### src/rtl/gpib_src_pkg.sv
package gpib_src_pkg;

    // Width of the parallel data bus
    localparam int unsigned BUS_W = 8;

    // Source sequencer states
    typedef enum logic [1:0] {
        SRC_IDLE = 2'd0,   // not permitted to source
        SRC_GEN  = 2'd1,   // waiting for a byte from the producer
        SRC_DLY  = 2'd2,   // byte on bus, settling
        SRC_XFER = 2'd3    // DAV asserted, waiting for acceptance
    } src_state_e;

    // Byte captured for one transfer
    typedef struct packed {
        logic             eoi;
        logic [BUS_W-1:0] dat;
    } src_word_t;

    // True in the states where the captured byte is on the lines
    function automatic logic holds_bus(src_state_e s);
        return (s == SRC_DLY) || (s == SRC_XFER);
    endfunction

    // Counter width able to hold values 0..n-1
    function automatic int unsigned cnt_width(int unsigned n);
        return (n < 2) ? 1 : $clog2(n);
    endfunction

endpackage

### src/rtl/gpib_src_sync.sv
module gpib_src_sync #(
    parameter int unsigned        WIDTH   = 2,
    parameter int unsigned        STAGES  = 2,
    parameter logic [WIDTH-1:0]   RST_VAL = '1
) (
    input  logic             clk,
    input  logic             rst,
    input  logic [WIDTH-1:0] d,
    output logic [WIDTH-1:0] q
);

    logic [STAGES-1:0][WIDTH-1:0] stg;

    generate
        if (STAGES == 1) begin : g_single
            always_ff @(posedge clk) begin
                if (rst) stg <= {STAGES{RST_VAL}};
                else     stg <= d;
            end
        end else begin : g_chain
            always_ff @(posedge clk) begin
                if (rst) stg <= {STAGES{RST_VAL}};
                else     stg <= {stg[STAGES-2:0], d};
            end
        end
    endgenerate

    assign q = stg[STAGES-1];

endmodule

### src/rtl/gpib_src_timer.sv
module gpib_src_timer #(
    parameter int unsigned CYCLES = 250
) (
    input  logic clk,
    input  logic rst,
    input  logic start,
    input  logic cancel,
    output logic done
);
    import gpib_src_pkg::*;

    localparam int unsigned CW   = cnt_width(CYCLES);
    localparam logic [CW-1:0] LOAD = CW'(CYCLES - 1);

    logic [CW-1:0] cnt;
    logic          run;

    always_ff @(posedge clk) begin
        if (rst || cancel) begin
            run <= 1'b0;
            cnt <= '0;
        end else if (start) begin
            run <= 1'b1;
            cnt <= LOAD;
        end else if (run && (cnt != '0)) begin
            cnt <= cnt - 1'b1;
        end
    end

    assign done = run && (cnt == '0);

    // once expired, the timer stays expired until cancelled or restarted
    AST_TMR_DONE_HOLDS: assert property (@(posedge clk) disable iff (rst)
        done && !cancel && !start |=> done);

    // a fresh start never reports expiry on the following cycle unless one cycle is configured
    AST_TMR_NO_EARLY: assert property (@(posedge clk) disable iff (rst)
        start && !cancel && (CYCLES > 1) |=> !done);

endmodule

### src/rtl/gpib_src_ctl.sv
module gpib_src_ctl
    import gpib_src_pkg::*;
(
    input  logic             clk,
    input  logic             rst,
    input  logic             talk_en,
    input  logic             byte_vld,
    input  logic [BUS_W-1:0] byte_dat,
    input  logic             byte_eoi,
    input  logic             nrfd_s,
    input  logic             ndac_s,
    input  logic             tmr_done,
    output logic             tmr_start,
    output logic             byte_taken,
    output logic             bus_dav,
    output logic [BUS_W-1:0] bus_data,
    output logic             bus_eoi
);

    src_state_e state_q, state_d;
    src_word_t  hold_q;

    always_comb begin
        state_d   = state_q;
        tmr_start = 1'b0;
        if (!talk_en) begin
            state_d = SRC_IDLE;
        end else begin
            unique case (state_q)
                SRC_IDLE: state_d = SRC_GEN;
                SRC_GEN: begin
                    if (byte_vld) begin
                        state_d   = SRC_DLY;
                        tmr_start = 1'b1;
                    end
                end
                SRC_DLY: begin
                    if (tmr_done && !nrfd_s) state_d = SRC_XFER;
                end
                SRC_XFER: begin
                    if (!ndac_s) state_d = SRC_GEN;
                end
                default: state_d = SRC_IDLE;
            endcase
        end
    end

    always_ff @(posedge clk) begin
        if (rst) begin
            state_q <= SRC_IDLE;
            hold_q  <= '0;
        end else begin
            state_q <= state_d;
            if (tmr_start) hold_q <= '{eoi: byte_eoi, dat: byte_dat};
        end
    end

    assign bus_dav    = (state_q == SRC_XFER);
    assign bus_data   = holds_bus(state_q) ? hold_q.dat : '0;
    assign bus_eoi    = holds_bus(state_q) ? hold_q.eoi : 1'b0;
    assign byte_taken = talk_en && (state_q == SRC_XFER) && !ndac_s;

    // data and EOI stay put for as long as DAV is high
    AST_BUS_STABLE: assert property (@(posedge clk) disable iff (rst)
        bus_dav && $past(bus_dav) |-> $stable(bus_data) && $stable(bus_eoi));

    // DAV rises only after the settling timer expired with NRFD low
    AST_DAV_AFTER_SETTLE: assert property (@(posedge clk) disable iff (rst)
        $rose(bus_dav) |-> $past(tmr_done) && !$past(nrfd_s));

    // consumed is a single-cycle pulse
    AST_TAKEN_SINGLE: assert property (@(posedge clk) disable iff (rst)
        byte_taken |=> !byte_taken);

    // losing the enable clears the bus on the next edge
    AST_DROP_QUIET: assert property (@(posedge clk) disable iff (rst)
        !talk_en |=> !bus_dav && (bus_data == '0) && !bus_eoi);

    // DAV never appears without a settling phase before it
    AST_DAV_FROM_DLY: assert property (@(posedge clk) disable iff (rst)
        $rose(bus_dav) |-> $past(state_q == SRC_DLY));

endmodule

### src/rtl/gpib_src_hs.sv
module gpib_src_hs #(
    parameter int unsigned SETTLE_CYC  = 250,
    parameter int unsigned SYNC_STAGES = 2
) (
    input  logic       clk,
    input  logic       rst,
    input  logic       talk_en,
    input  logic       byte_vld,
    input  logic [7:0] byte_dat,
    input  logic       byte_eoi,
    output logic       byte_taken,
    input  logic       bus_nrfd,
    input  logic       bus_ndac,
    output logic       bus_dav,
    output logic [7:0] bus_data,
    output logic       bus_eoi
);
    import gpib_src_pkg::*;

    localparam int unsigned SYNC_W = 2;

    logic [SYNC_W-1:0] line_s;
    logic              nrfd_s, ndac_s;
    logic              tmr_start, tmr_done;

    gpib_src_sync #(
        .WIDTH   (SYNC_W),
        .STAGES  (SYNC_STAGES),
        .RST_VAL ({SYNC_W{1'b1}})
    ) i_sync (
        .clk (clk),
        .rst (rst),
        .d   ({bus_nrfd, bus_ndac}),
        .q   (line_s)
    );

    assign nrfd_s = line_s[1];
    assign ndac_s = line_s[0];

    gpib_src_timer #(
        .CYCLES (SETTLE_CYC)
    ) i_timer (
        .clk    (clk),
        .rst    (rst),
        .start  (tmr_start),
        .cancel (!talk_en),
        .done   (tmr_done)
    );

    gpib_src_ctl i_ctl (
        .clk        (clk),
        .rst        (rst),
        .talk_en    (talk_en),
        .byte_vld   (byte_vld),
        .byte_dat   (byte_dat),
        .byte_eoi   (byte_eoi),
        .nrfd_s     (nrfd_s),
        .ndac_s     (ndac_s),
        .tmr_done   (tmr_done),
        .tmr_start  (tmr_start),
        .byte_taken (byte_taken),
        .bus_dav    (bus_dav),
        .bus_data   (bus_data),
        .bus_eoi    (bus_eoi)
    );

endmodule

### config.mk
export PLATFORM = sky130hd
export DESIGN_NAME = gpib_src_hs
export DESIGN_NICKNAME = d
export VERILOG_FILES = /design/src/rtl/gpib_src_pkg.sv /design/src/rtl/gpib_src_sync.sv /design/src/rtl/gpib_src_timer.sv /design/src/rtl/gpib_src_ctl.sv /design/src/rtl/gpib_src_hs.sv
export SDC_FILE = /design/constraint.sdc
export NUM_CORES = 1
export LEC_CHECK = 0
export BUFFER_PORTS_ARGS = -buffer_cell sky130_fd_sc_hd__buf_2
export CORE_UTILIZATION = 50
export CTS_CLUSTER_DIAMETER = 150
export DETAILED_ROUTE_END_ITERATION = 7
export PLACE_DENSITY = 0.75
export REMOVE_ABC_BUFFERS = 1
export SYNTH_ARGS = -nofsm -noshare
export SYNTH_HDL_FRONTEND = slang
export SYNTH_SLANG_ARGS = --single-unit
### constraint.sdc
create_clock -name clk -period 2.48 [get_ports clk]
set_clock_uncertainty 0.15 [all_clocks]
set_input_delay 0.124 -clock clk [delete_from_list [all_inputs] [get_ports clk]]
set_output_delay 0.124 -clock clk [all_outputs]
set_load 0.02 [all_outputs]
==> results of run 1 <==
-- synth_stat cells, types with 4 or more instances --
cell / number
ha_1: 5
or2_2: 4
clkbuf_1: 4
a21oi_1: 17
nor2b_1: 11
dfxtp_1: 24
nand2_1: 23
inv_1: 4
nor2_1: 12
-- worst register-to-register path, cell delays in order, from the launching register on --
cell and delay (ns):
dfxtp_1 0.35, inv_1 0.08, ha_1 0.24, nand3_1 0.45, nand2_1 0.23, a21oi_1 0.10
dlygate4sd3_1 0.57
-- layout make-up --
class,instances,area [µm²],share of cell area [%]
Clock buffer,3,22.5,1.55
Tap cell,27,33.8,2.33
Timing Repair Buffer,42,295,20.3
Inverter,4,15.0,1.03
Sequential cell,24,480,33.1
Multi-Input combinational cell,98,604,41.6
-- kinds of logic (layout without fill, tap and decap cells) --
| logic type | count (synthesis) | count (layout) | share of synthesized area (%) |
|---|---|---|---|
| AO/OA/AOI/OAI | 24 | 24 | 13.0 |
| XOR/XNOR | 4 | 4 | 3.14 |
| adder cells (fa/ha/maj) | 5 | 5 | 5.61 |
| buffers and inverters | 8 | 49 | 2.69 |
| flip-flops | 24 | 24 | 43.1 |
| multiplexers | 4 | 4 | 3.82 |
| AND/OR/NAND/NOR | 61 | 61 | 28.6 |
-- power breakdown --
part / internal [W] / switching (W) / total [W]
registers: 0.000396 / 0.00000666 / 0.000402
logic: 0.0000423 / 0.0000375 / 0.0000798
clock network: 0.0000569 / 0.000111 / 0.000168
total: 0.000495 / 0.000155 / 0.000650
-- per-layer routing --
| metal | vias to the layer above | wire [µm] |
|---|---|---|
| li1 | 520 | - |
| met1 | 461 | 1040 |
| met2 | 19 | 1360 |
| met3 | 5 | 49 |
| met4 | 0 | 44 |
| met5 | - | 0 |
-- sequential cells by signal, summed over array words and instances, names as in the netlist --
signal         flops
i_sync.q           2
i_timer.run        1
i_timer.cnt        8
i_sync.stg         2
i_ctl.hold_q       9
i_ctl.state_q      2
-- final timing paths --
check                                 startpoint         endpoint  slack [ns]  depth (start not counted)
worst max-delay path            i_ctl.state_q[1]  i_ctl.hold_q[4]        0.21                          6
worst max register to register  i_ctl.state_q[1]  i_ctl.hold_q[4]        0.21                          6
worst min-delay path                         rst  i_ctl.hold_q[8]       0.004                          2
worst min register to register     i_sync.stg[1]      i_sync.q[1]        0.28                          1
-- through the flow --
stage               total power, W  worst slack, ns  instances  cell area [µm²]
floorplan                 0.000447            0.734        126             1100
global placement          0.000469            0.673        178             1260
detailed placement        0.000471            0.607        178             1260
CTS                       0.000648            0.268        198             1450
global route              0.000670           0.0278        198             1450
finish                    0.000650            0.205        198             1450
==> impl_results.md, run 1 <==
* Area growth, synth to finish at 30.2%
* F_max at roughly 0.44 GHz
* RSZ-0062 raised after global routing: no
* Synth area leaders: dfxtp_1 (43%), nand2_1 (7.7%), a21oi_1 (7.6%)
* # hold bufs at CTS at 17
* Vias per Instance at a little over 5
* CTS buffer count at 3
* Post-CTS Resized at 0
* Pwr/cell area at around 450 nW/µm²
* Initial Util at approximately 55%
* CTS tree: done
* Top cell type's share of synthesized area at between 40% and 50%
* YS warnings at 0
* Die area at roughly 2400 µm²
* Final Util at 71.8%
* Routability cong. at between 0.7 and 0.8
* Outcome: complete, no violations
* Drt wl/cell at between 10 and 15 µm
* Commonest non-fill, non-tap cell in the layout: buf_2
* Total gr overflow at 0
* FF+latch count, synth at 24
* DIE HEIGHT at between 40 and 50 µm
* Post-Synthesis Cells at 130
* Pins Over Slew Limit at 0
* Endpoints failing setup at 0
* Relative slew slack at about three fifths
* Max-capacitance violation count at 0
* Final min period at roughly 2.3 ns
* CTS Root Cell: clkbuf_4
* Worst-skew pair later-pin latency at approximately 0.31 ns
* Hold Fails Final Rpt at 0
* Async set-or-reset flop fraction in the synthesized netlist at 0%
* Fin Setup TNS at 0 ns
* Die Width at around 49 µm
* # nets final at around 190
* Diodes inserted at 0
* Crit path max fanout at 15
* WS Path Type: register to register
* Clock slew seen by the registers of the worst setup and hold paths at about 0.12 ns
* # DRC at 0
* Hold Path Class: primary input to register
* Synth area leader: dfxtp_1
* Worst Path Required at 2.54 ns
* Synthesized area at approximately 1100 µm²
* Core area at roughly 2000 µm²
* CP arrival at ~2.3 ns
* Final HPWL DP at between 1500 and 2000 µm
* Layout cells sized above 1 at 21.6%
* P_leak at between 0.5 and 0.6 nW
* Mapped Avg Cell Area at between 8 and 9 µm²
* Most frequent cells in the layout: buf_2 (25), dfxtp_1 (24), nand2_1 (23)
* I/O Buffers at 25
* M1 GR Usage at around a quarter
* Crit-path max cell delay at roughly 0.57 ns
* Delay-heaviest family, CP: simple AND/OR/NAND/NOR gates
* GR Layer Usage met3 at about 1.9%
* Top-Level Pins at 26
* Startpoint Class: register
* Vias in the first global route at approximately 1000
* Grt peak-use layer: met2
* First-pass GRT wire length at 4340 µm
* Sequential-to-total area share from yosys stat at a little over two fifths
* Routed wire length at between 2000 and 2500 µm
* Fraction of the cycle the final worst path needs at 91.7%
* Crit-path cells: inv_1 -> ha_1 -> nand3_1 -> nand2_1 -> a21oi_1 -> dlygate4sd3_1
* Largest net degree at the start of global routing at 16
* DR vias at 1005
* Overall routing resource usage at between 20% and 30%
* Synth Flop Type: dfxtp_1
* Longest Clk Path Bufs at 2
* Worst path slowest cell: dlygate4sd3_1
* Crit path buf inv count at 2
* Max VDD drop at between 0.0004 and 0.0005 V
* Crit path capture type: register
* DR iter-0 viols at 15
* Worst-Margin Slew at between 0.6 and 0.7 ns
* DRT antenna net count at 0
* Min Hold Slack at around 0.0038 ns
* Deepest level of the CTS H-tree at 1
* Post-synth EDFFs at 0
* # rows at 16
* Initial antenna violation count at 0
* Post-CTS Setup Bufs at 0
* Met2 usage at a little under half
* Clock sinks at 24
* Filler Cell Count at around 140
* TritonRoute pass-1 iters at 4
* Post-synthesis cell type count at 28
Note: power is estimated with default switching activity, not from simulation.
==> run 2: changes to the inputs <==
- PLACE_DENSITY: 0.75 -> not set
- PLACE_DENSITY_LB_ADDON: not set -> 0.08
==> run 2 against run 1 <==
Via count up 5.9%. Count of clock-buffer cells in the layout unchanged. Total power up 18%. First-iteration DRC count up 6.7%. Largest cell class unchanged.
==> impl_results.md, run 2 (synthesis results as in run 1) <==
* Outcome: complete, no violations
* Crit path max fanout at 15
* DRT antenna net count at 0
* First-pass GRT wire length at roughly 4500 µm
* Share of power burned in registers at 52.7%
* RSZ-0062 raised after global routing: no
* Final HPWL DP at between 1500 and 2000 µm
* DR vias at roughly 1100
* Clock slew seen by the registers of the worst setup and hold paths at roughly 0.13 ns
* Drt wl/cell at 13.1 µm
* # hold bufs at CTS at 20
* Relative slew slack at between 50% and 60%
* Top-Level Pins at 26
* Pwr/cell area at approximately 510 nW/µm²
* Commonest non-fill, non-tap cell in the layout: buf_2
* Core area at roughly 2000 µm²
* Fraction of the cycle the final worst path needs at 92.8%
* Vias in the first global route at approximately 1100
* Filler Cell Count at between 150 and 200
* Post-DP Area at 1260 µm²
* Design Area, Final at about 1500 µm²
* Worst Path Required at around 2.6 ns
* CTS tree: done
* Most frequent cells in the layout: buf_2 (25), dfxtp_1 (24), nand2_1 (23)
* Total gr overflow at 0
* P_leak at between 0.6 and 0.7 nW
* Initial antenna violation count at 0
* Routed wire length at ~2600 µm
* Crit path capture type: register
* Deepest level of the CTS H-tree at 1
* TritonRoute pass-1 iters at 4
* Post-CTS Resized at 0
* Biggest registers after layout: i_ctl.hold_q: 9 flops, i_timer.cnt: 8 flops
* Initial Util at around 55%
* Pint at ~0.0006 W
* Max-capacitance violation count at 0
* Largest register by flop count: i_ctl.hold_q
* Post-CTS Setup Bufs at 0
* I/O Buffers at 25
* Hold Fails Final Rpt at 0
* Switching share of power at 21.1%
* CTS Root Cell: clkbuf_4
* CTS buffer count at 3
* Overall routing resource usage at approximately 24%
* P_sw at about 0.00016 W
* Clock sinks at 24
* # DRC at 0
* Longest Clk Path Bufs at 2
* Routability cong. at around 0.7
* Diodes inserted at 0
* DIE HEIGHT at between 40 and 50 µm
* F_max at approximately 0.43 GHz
* WS Path Type: register to register
* Max VDD drop at 0.000461 V
* Fin Setup TNS at 0 ns
* CP arrival at between 2 and 2.5 ns
* Area growth, synth to finish at 35.6%
* Die area at about 2400 µm²
* # nets final at between 150 and 200
* Endpoints failing setup at 0
* DR iter-0 viols at 16
* Startpoint Class: register
* Combinational share of power at 10.6%
* Final min period at approximately 2.3 ns
* Clock Power Share at between 30% and 40%
* Largest register FFs at 9
* Vias per Instance at approximately 5.3
* Largest net degree at the start of global routing at 16
* Hold Path Class: primary input to register
* Worst-skew pair later-pin latency at a little over 0.3 ns
* # rows at 16
* Die Width at a little under 50 µm
* Worst-Margin Slew at between 0.6 and 0.7 ns
* Pins Over Slew Limit at 0
* Layout cells sized above 1 at between 20% and 30%
run 2: path summary, 6_finish.rpt:
check                        start         endpoint  slack, ns  cells after the start
setup / recovery  i_ctl.state_q[1]  i_ctl.hold_q[1]       0.18                      6
hold / removal                 rst  i_ctl.hold_q[0]       0.01                      2
setup reg to reg  i_ctl.state_q[1]  i_ctl.hold_q[1]       0.18                      6
hold reg to reg      i_sync.stg[1]      i_sync.q[1]       0.27                      1
run 2: cell type report:
| cell class | instances | area [µm²] | area share (%) |
|---|---|---|---|
| Inverter | 4 | 15.0 | 0.993 |
| Timing Repair Buffer | 45 | 325 | 21.5 |
| Clock buffer | 3 | 22.5 | 1.49 |
| Tap cell | 27 | 33.8 | 2.24 |
| Multi-Input combinational cell | 98 | 604 | 40.0 |
| Sequential cell | 24 | 480 | 31.8 |
| Clock inverter | 1 | 30.0 | 1.99 |
run 2: critical path, stage by stage, from the launching register on:
cell and delay, ns:
dfxtp_1 0.35, inv_1 0.08, ha_1 0.24, nand3_1 0.48, nand2_1 0.23, a21oi_1 0.10
dlygate4sd3_1 0.57
run 2: layer usage:
layer / vias up / part of all wire (%) / track usage, %
met5: - / 0 / 0
met4: 0 / 1.5 / 7.35
met3: 6 / 3.3 / 4.36
met2: 28 / 52 / 45.4
met1: 504 / 43 / 27.0
li1: 526 / - / -
run 2: power groups by stage:
stage / clock network [W] / registers [W] / logic [W]
detailed placement: 0 / 0.000411 / 0.0000604
CTS: 0.000283 / 0.000402 / 0.0000786
finish: 0.000280 / 0.000403 / 0.0000808
global route: 0.000309 / 0.000405 / 0.0000893
floorplan: 0 / 0.000409 / 0.0000376
global placement: 0 / 0.000410 / 0.0000587
run 2: stage by stage:
step / util [%] / hold WS, ns / power [W] / instances / setup WS, ns
floorplan: - / 0.0431 / 0.000447 / 126 / 0.734
global placement: 62.3 / 0.156 / 0.000469 / 178 / 0.673
detailed placement: 62.3 / 0.163 / 0.000471 / 178 / 0.617
CTS: 74.8 / 0.000955 / 0.000764 / 202 / 0.246
global route: 74.8 / 0.00918 / 0.000802 / 202 / 0.0115
finish: 74.8 / 0.0140 / 0.000763 / 202 / 0.179
==> run 3: changes to the inputs <==
- CELL_PAD_IN_SITES_DETAIL_PLACEMENT: not set -> 0
- CELL_PAD_IN_SITES_GLOBAL_PLACEMENT: not set -> 1
- CORE_UTILIZATION: 50 -> 34
- clock period: 2.48 -> 1.9 ns (I/O delays scaled with it)
==> run 3 against run 2 <==
Hold slack gained 0.038 ns. Total power grew 31%. Sequential cell count is the same. Die area grew 45%. Critical endpoint is now i_timer.cnt[4]. Largest power group unchanged.
==> impl_results.md, run 3 (synthesis results as in run 1) <==
* Pwr/cell area at 674 nW/µm²
* Vias in the first global route at 918
* DR iter-0 viols at 36
* DRT antenna net count at 0
* RSZ-0062 raised after global routing: yes
* Longest Clk Path Bufs at 2
* Fraction of the cycle the final worst path needs at a little over nine tenths
* # nets final at about 190
* Startpoint Class: register
* Area growth, synth to finish at 33.3%
* R2R depth at 6
* Crit path capture type: register
* CP Depth at 6
* Worst-Margin Slew at 0.546 ns
* DIE HEIGHT at 59.3 µm
* Total gr overflow at 0
* Most frequent cells in the layout: buf_2 (25), dfxtp_1 (24), nand2_1 (23)
* CTS buffer count at 3
* Relative slew slack at roughly 63%
* Initial Util at between 30% and 40%
* Largest net degree at the start of global routing at 16
* Critical R2R Launch: i_timer.cnt[0]
* Top-Level Pins at 26
* DR vias at approximately 980
* Initial antenna violation count at 0
* Crit path from: i_timer.cnt[0]
* # DRC at 0
* Met2 usage at about 24%
* Final Util at roughly half
* Commonest non-fill, non-tap cell in the layout: buf_2
* Clock slew seen by the registers of the worst setup and hold paths at 0.14 ns
* Routability cong. at between 0.7 and 0.8
* Largest register FFs at 9
* Vias per Instance at 4.58
* WS Path Type: register to register
* Hold Fails Final Rpt at 0
* CTS tree: done
* Post-CTS Setup Bufs at 0
* CP endpoint: i_timer.cnt[4]
* CTS Root Cell: clkbuf_4
* Core area at ~3000 µm²
* Die Width at a little under 60 µm
* Biggest registers after layout: i_ctl.hold_q: 9 flops, i_timer.cnt: 8 flops
* Final HPWL DP at 1670 µm
* Worst-skew pair later-pin latency at ~0.32 ns
* Delay-heaviest family, CP: compound AO/OA/AOI/OAI gates
* Outcome: complete, no violations
* Crit path max fanout at 4
* Pins Over Slew Limit at 0
* Post-DP Area at ~1300 µm²
* Final min period at ~1.8 ns
* Drt wl/cell at about 11 µm
* Worst path slowest cell: a2111oi_1
* Crit-path max cell delay at approximately 0.42 ns
* TritonRoute pass-1 iters at 4
* Hold Path Class: primary input to register
* Deepest level of the CTS H-tree at 1
* # rows at 20
* M1 GR Usage at around a fifth
* Worst Path Required at between 1.5 and 2 ns
* Max VDD drop at 0.000373 V
* Grt peak-use layer: met2
* Final std cells w/o fill at 215
* Min-Delay Path Depth at 4
* Die area at around 3500 µm²
* Endpoints failing setup at 0
* Max-capacitance violation count at 0
* Layout cells sized above 1 at 24.0%
* Overall Power at roughly 0.0010 W
* Fin Setup TNS at 0 ns
* Crit path buf inv count at 1
* CP arrival at 1.89 ns
* GR Layer Usage met3 at 2.62%
* Clock sinks at 24
* F_max at between 0.5 and 0.6 GHz
* Placed Cells at between 150 and 200
* Routed wire length at 2360 µm
* Largest register by flop count: i_ctl.hold_q
* Overall routing resource usage at 15.4%
* First-pass GRT wire length at around 4000 µm
* P_leak at 0.588 nW
* Design Area, Final at 1490 µm²
* Flop2flop setup slack at around 0.086 ns
* Crit-path cells: inv_1 -> ha_1 -> and2b_1 -> a2111oi_1 -> xnor2_1 -> a21oi_1
* I/O Buffers at 25
* Diodes inserted at 0
* RR Endpoint: i_timer.cnt[4]
==> run 3: timing repair <==
item,4_1_cts,5_1_grt
hold endpoints to repair,14,0
hold buffers,13,0
resized for setup,0,1
setup endpoints to repair,0,3
==> run 3: area by class of cell <==
type	instances	area [µm²]
clock buffer	3	22.5
multi-input combinational	98	606
clock inverter	1	30.0
sequential	24	480
inverter	4	15.0
tap	44	55.1
timing repair buffer	41	278
fill	335	1590
==> run 3: how the worst min path moves through the flow <==
stage                            endpoint  startpoint  slack, ns
after global placement      i_sync.stg[0]    bus_ndac       0.13
after detailed placement    i_sync.stg[0]    bus_ndac       0.13
after CTS                  i_timer.cnt[1]     talk_en       0.05
after floorplan           i_ctl.hold_q[0]         rst       0.01
final                      i_timer.cnt[1]     talk_en       0.05
after global routing       i_timer.cnt[1]     talk_en       0.06
==> run 3: metal layers <==
layer | routed length (µm) | vias up
li1 | - | 516
met1 | 1160 | 454
met2 | 1120 | 12
met3 | 61 | 2
met4 | 19 | 0
met5 | 0 | -
==> run 3: worst min-delay path, stage by stage <==
cell,delay (ns)
buf_2,0.12
nor2b_1,0.12
nand2_1,0.11
a211oi_2,0.04
==> run 3: report_power, final <==
| group | internal (W) | leakage (nW) | switching [W] |
|---|---|---|---|
| Combinational | 0.0000573 | 0.365 | 0.0000479 |
| Sequential | 0.000517 | 0.195 | 0.00000861 |
| Clock | 0.000213 | 0.0279 | 0.000158 |
| Total | 0.000787 | 0.588 | 0.000215 |
==> run 3: stage by stage <==
stage	hold WS, ns	setup slack [ns]
after floorplan	0.0141	0.154
after global placement	0.130	0.0954
after detailed placement	0.133	0.0414
after CTS	0.0455	0.0102
after global routing	0.0554	-0.0538
final	0.0524	0.0860
